`src/rtl/wdog_pkg.sv`:
```
package wdog_pkg;
  typedef struct packed {
    logic       sts;
    logic [2:0] csel;
    logic [1:0] tsel;
    logic       en;
  } wdog_ctl_t;

  localparam logic [2:0] CSEL_NO_BOUND = 3'd7;
endpackage

```
`src/rtl/wdog_regs.sv`:
```
module wdog_regs
  import wdog_pkg::*;
#(
  parameter int ADDR_W   = 4,
  parameter int CTL_ADDR = 2
) (
  input  logic              clk,
  input  logic              rst,
  input  logic [ADDR_W-1:0] bus_addr,
  input  logic              bus_wr,
  input  logic              bus_rd,
  input  logic [7:0]        bus_wdata,
  input  logic              fault,
  output wdog_ctl_t         ctl,
  output logic              wr_hit,
  output logic [7:0]        bus_rdata
);
  localparam logic [ADDR_W-1:0] HIT_ADDR = ADDR_W'(CTL_ADDR);

  logic rd_hit;
  assign wr_hit = bus_wr && (bus_addr == HIT_ADDR);
  assign rd_hit = bus_rd && (bus_addr == HIT_ADDR);

  always_ff @(posedge clk) begin
    if (rst) begin
      ctl       <= '0;
      bus_rdata <= 8'h00;
    end else begin
      if (wr_hit) begin
        ctl.en   <= bus_wdata[0];
        ctl.tsel <= bus_wdata[2:1];
        ctl.csel <= bus_wdata[5:3];
      end
      if (fault)
        ctl.sts <= 1'b1;
      else if (wr_hit && bus_wdata[7])
        ctl.sts <= 1'b0;
      bus_rdata <= rd_hit ? {ctl.sts, 1'b0, ctl.csel, ctl.tsel, ctl.en} : 8'h00;
    end
  end


  sts_set_chk: assert property (@(posedge clk) disable iff (rst)
    fault |=> ctl.sts);

  rdata_idle_chk: assert property (@(posedge clk) disable iff (rst)
    !rd_hit |=> bus_rdata == 8'h00);

  foreign_wr_chk: assert property (@(posedge clk) disable iff (rst)
    !wr_hit |=> ctl.en == $past(ctl.en) && ctl.tsel == $past(ctl.tsel)
                && ctl.csel == $past(ctl.csel));
endmodule

```
`src/rtl/wdog_core.sv`:
```
module wdog_core
  import wdog_pkg::*;
#(
  parameter int TMO_BASE = 16,
  parameter int CLR_BASE = 7
) (
  input  logic       clk,
  input  logic       rst,
  input  logic       en,
  input  logic [1:0] tsel,
  input  logic [2:0] csel,
  input  logic       svc,
  output logic       fault,
  output logic       irq
);
  localparam int CNT_W = TMO_BASE + 6;
  localparam int LIM_W = CNT_W + 1;

  logic [CNT_W-1:0] cnt;
  logic [LIM_W-1:0] cnt_x, tmo_lim, clr_lim;
  logic             no_bound, early, expire;

  always_comb begin
    tmo_lim  = LIM_W'(1) << (TMO_BASE + 2 * int'(tsel));
    clr_lim  = LIM_W'(1) << (CLR_BASE + int'(csel));
    no_bound = (csel == CSEL_NO_BOUND);
    cnt_x    = {1'b0, cnt};
    early    = svc && !no_bound && (cnt_x < clr_lim);
    expire   = en && !svc && (cnt_x == tmo_lim - LIM_W'(1));
    fault    = early || expire;
  end

  always_ff @(posedge clk) begin
    if (rst) begin
      cnt <= '0;
      irq <= 1'b0;
    end else begin
      irq <= fault;
      if (!en || svc || expire)
        cnt <= '0;
      else
        cnt <= cnt + CNT_W'(1);
    end
  end


  held_off_chk: assert property (@(posedge clk) disable iff (rst)
    !en |=> cnt == '0);

  cnt_range_chk: assert property (@(posedge clk) disable iff (rst)
    en |-> cnt_x < tmo_lim);

  restart_chk: assert property (@(posedge clk) disable iff (rst)
    irq |-> cnt == '0);

  irq_en_chk: assert property (@(posedge clk) disable iff (rst)
    irq |-> $past(en));
endmodule

```
`src/rtl/wdog_window.sv`:
```
module wdog_window
  import wdog_pkg::*;
#(
  parameter int ADDR_W   = 4,
  parameter int CTL_ADDR = 2,
  parameter int TMO_BASE = 16,
  parameter int CLR_BASE = 7
) (
  input  logic              clk,
  input  logic              rst,
  input  logic [ADDR_W-1:0] bus_addr,
  input  logic              bus_wr,
  input  logic              bus_rd,
  input  logic [7:0]        bus_wdata,
  output logic [7:0]        bus_rdata,
  output logic              wdt_irq
);
  wdog_ctl_t ctl;
  logic      wr_hit, svc, fault;

  assign svc = wr_hit && ctl.en;

  wdog_regs #(.ADDR_W(ADDR_W), .CTL_ADDR(CTL_ADDR)) u_regs (
    .clk(clk), .rst(rst), .bus_addr(bus_addr), .bus_wr(bus_wr),
    .bus_rd(bus_rd), .bus_wdata(bus_wdata), .fault(fault),
    .ctl(ctl), .wr_hit(wr_hit), .bus_rdata(bus_rdata)
  );

  wdog_core #(.TMO_BASE(TMO_BASE), .CLR_BASE(CLR_BASE)) u_core (
    .clk(clk), .rst(rst), .en(ctl.en), .tsel(ctl.tsel), .csel(ctl.csel),
    .svc(svc), .fault(fault), .irq(wdt_irq)
  );


  irq_sts_chk: assert property (@(posedge clk) disable iff (rst)
    wdt_irq |-> ctl.sts);
endmodule

```
`config.mk`:
```
export PLATFORM = sky130hd
export DESIGN_NAME = wdog_window
export DESIGN_NICKNAME = d
export VERILOG_FILES = /design/src/rtl/wdog_pkg.sv /design/src/rtl/wdog_regs.sv /design/src/rtl/wdog_core.sv /design/src/rtl/wdog_window.sv
export SDC_FILE = /design/constraint.sdc
export NUM_CORES = 1
export LEC_CHECK = 0
export BUFFER_PORTS_ARGS = -buffer_cell sky130_fd_sc_hd__buf_2
export CAP_MARGIN = 20
export CORE_ASPECT_RATIO = 1.5
export CORE_MARGIN = 5
export CORE_UTILIZATION = 61
export DETAILED_ROUTE_END_ITERATION = 8
export PLACE_DENSITY_LB_ADDON = 0.15
export REMOVE_ABC_BUFFERS = 1
export SYNTH_ARGS = -nofsm -noshare
export SYNTH_HDL_FRONTEND = slang
export SYNTH_SLANG_ARGS = --single-unit
```
`constraint.sdc`:
```
create_clock -name clk -period 4.3 [get_ports clk]
set_clock_uncertainty 0.1 [all_clocks]
set_input_delay 0.215 -clock clk [delete_from_list [all_inputs] [get_ports clk]]
set_output_delay 0.215 -clock clk [all_outputs]
set_load 0.005 [all_outputs]
```
==> results.yml <==
logic_synthesis:
  syn_inst: 221
  synth_cell_types: 39
  synth_top_area_share_pct: 38.00
  yosys-top-cells-count: "37 x dfxtp_1, 29 x nor2_1, 21 x nand3_1"
  ys_ff_latch: 37
  synthTopCellsByArea: "dfxtp_1 38%, ha_1 10%, xor2_1 6.7%"
  yosys_warnings: 0
  synth_ff_type: "dfxtp_1"
  avgSynthCellArea_um2: 8.821
  synth_edf_count: 0
  synth.largest_area_cell: "dfxtp_1"
  ys_async_sr_fraction_pct: 0
  synth.most_common_cell: "dfxtp_1"
  yosysSeqAreaShare_pct: 38.00
  syn_area_um2: 1949
clocking:
  cts_resized: 0
  htreeDepth: 2
  ctsLongestPathBuffers: 2
  clock_sinks: 37
  clkLatencyLatePin_ns: 0.28
  postCtsSetupBuffers: 0
  hold_buffers: 0
  numCtsBuffers: 5
  root_buffer: "clkbuf_8"
  cts_tree: "built"
  path_clk_slew_ns: 0.07
final_layout:
  finish.utilization_pct: 68.96
  regArea_um2: 740.7
  fin_nets: 277
  insertedDiodeCount: 0
  layout-drive-gt1-share_pct: 13.88
  multi_input_area_um2: 1155
  area_delta_synth_final_pct: 10.65
  instances_no_fill: 285
  fillers: 282
drt:
  vias: 1559
  drt_pass1_iterations: 4
  detail-route-antenna-nets: 0
  wl_mm: 3.715
  drc_errors: 0
  drt_iter0_drc: 30
  wire_per_inst_um: 13.04
  routed_via_density: 5.470
floorplanning:
  rows: 25
  die_h_um: 79.24
  dieWidth_um: 56.16
  dieArea_um2: 4449
  io_pins: 25
  initial_core_util_pct: 62.32
  core_um2: 3128
sta:
  fin_crit_ns: 2.120
  worst_slew_pin_slew_ns: 0.7879
  fin_ws_ns: 2.180
  max_slew_margin_pct: 47.07
  period_share_pct: 49.31
  hold_viol_final: 0
  setup-tns-final_ns: 0
  setup_viol: 0
  max_freq_ghz: 0.4716
  timing.hold.ws_ns: 0.08383
  rsz0062_at_grt: "no"
  maxSlewViolCount: 0
critical_path:
  critPathCapture: "u_core.cnt[5]"
  rr_worst_depth: 6
  reg2reg_to: "u_core.cnt[5]"
  cp-end-kind: "flip-flop"
  crit_arrival_ns: 2.18
  crit-reg2reg-launch: "u_core.cnt[1]"
  startpoint_type: "flip-flop"
  crit_fanout: 22
  crit_type: "flip-flop to flip-flop"
  rrSetupSlack_ns: 2.18
  crit_required_ns: 4.36
  startpoint: "u_core.cnt[1]"
placed_design:
  placed_cells: 278
  place_ws_ns: 2.141
  port_buffers: 22
  gp_congestion: 0.7273
  dp_hpwl_mm: 2.798
status:
  outcome: "complete, no violations"
grt:
  grtUsageTotal_pct: 18.06
  antenna_found_initial: 0
  grt_pass1_wl_mm: 6.451
  grt_max_degree: 23
  grt_remaining_overflow: 0
  grt_pass1_vias: 1562
flow_run:
  cap_violations: 0
pwr:
  p_per_area_nw_per_um2: 278.4
  max-vdd-ir-drop_mv: 0.2289
  static-leakage-power_nw: 0.8991
worst_hold_path:
  hp-class: "input port to flip-flop"
sequential cells by signal (all words and copies together) (netlist names):
signal,flops
u_regs.ctl,7
u_core.irq,1
u_regs.bus_rdata,7
u_core.cnt,22
layer usage:
layer	routed length [µm]	up-vias	share of wire, %	track usage, %
met1	1480	728	40	18.59
met2	2079	18	56	34.89
met5	0	-	0	0
li1	-	805	-	-
met4	76	0	2.0	8.076
met3	79	8	2.1	2.927
where the power goes:
part | switching [mW] | internal, mW | leakage [nW] | total [mW]
clock | 0.109 | 0.127 | 0.0443 | 0.236
sequential | 0.00142 | 0.343 | 0.298 | 0.345
combinational | 0.0104 | 0.00970 | 0.557 | 0.0201
layout make-up:
| class | count | share of cell area, % |
|---|---|---|
| Tap cell | 40 | 2.320 |
| Clock buffer | 7 | 4.002 |
| Sequential cell | 37 | 34.34 |
| Multi-Input combinational cell | 175 | 53.54 |
| Inverter | 4 | 0.6961 |
| Timing Repair Buffer | 22 | 5.104 |
metrics by stage:
stage	area (µm²)	total power, mW
floorplan	1911	0.3613
global placement	2071	0.3716
detailed placement	2071	0.3726
CTS	2157	0.6100
global route	2157	0.6289
finish	2157	0.6006
cells in the final DEF, fill, tap and decap left out, types with 10 or more instances in the layout:
cell      n
xor2_1   15
nand3_1  21
nor2_1   29
buf_2    22
dfxtp_1  37
a21oi_1  10
ha_1     16
nand2_1  18
worst min path at each step:
stage | start | end | slack (ns) | cells after the start
floorplan | rst | u_regs.ctl[0] | 0.18 | 1
global placement | u_regs.ctl[6] | u_regs.bus_rdata[7] | 0.34 | 1
detailed placement | u_regs.ctl[6] | u_regs.bus_rdata[7] | 0.35 | 1
CTS | bus_wdata[2] | u_regs.ctl[2] | 0.07 | 3
global route | bus_wdata[2] | u_regs.ctl[2] | 0.09 | 3
finish | bus_wdata[2] | u_regs.ctl[2] | 0.08 | 3
logic make-up after synthesis:
kind of cell,synth area share [%]
other,0.3853
buffers and inverters,3.722
AND/OR/NAND/NOR,31.64
adder cells (fa/ha/maj),10.27
flip-flops,38.00
XOR/XNOR,9.885
AO/OA/AOI/OAI,6.098
critical path: stages (launching register included):
cell	delay, ns
dfxtp_1	0.40
ha_1	0.25
nand4_2	0.19
nor4_4	0.43
o2111a_1	0.26
nand2b_4	0.28
nor2_1	0.08
No activity file was read; power rests on OpenSTA's default activity.
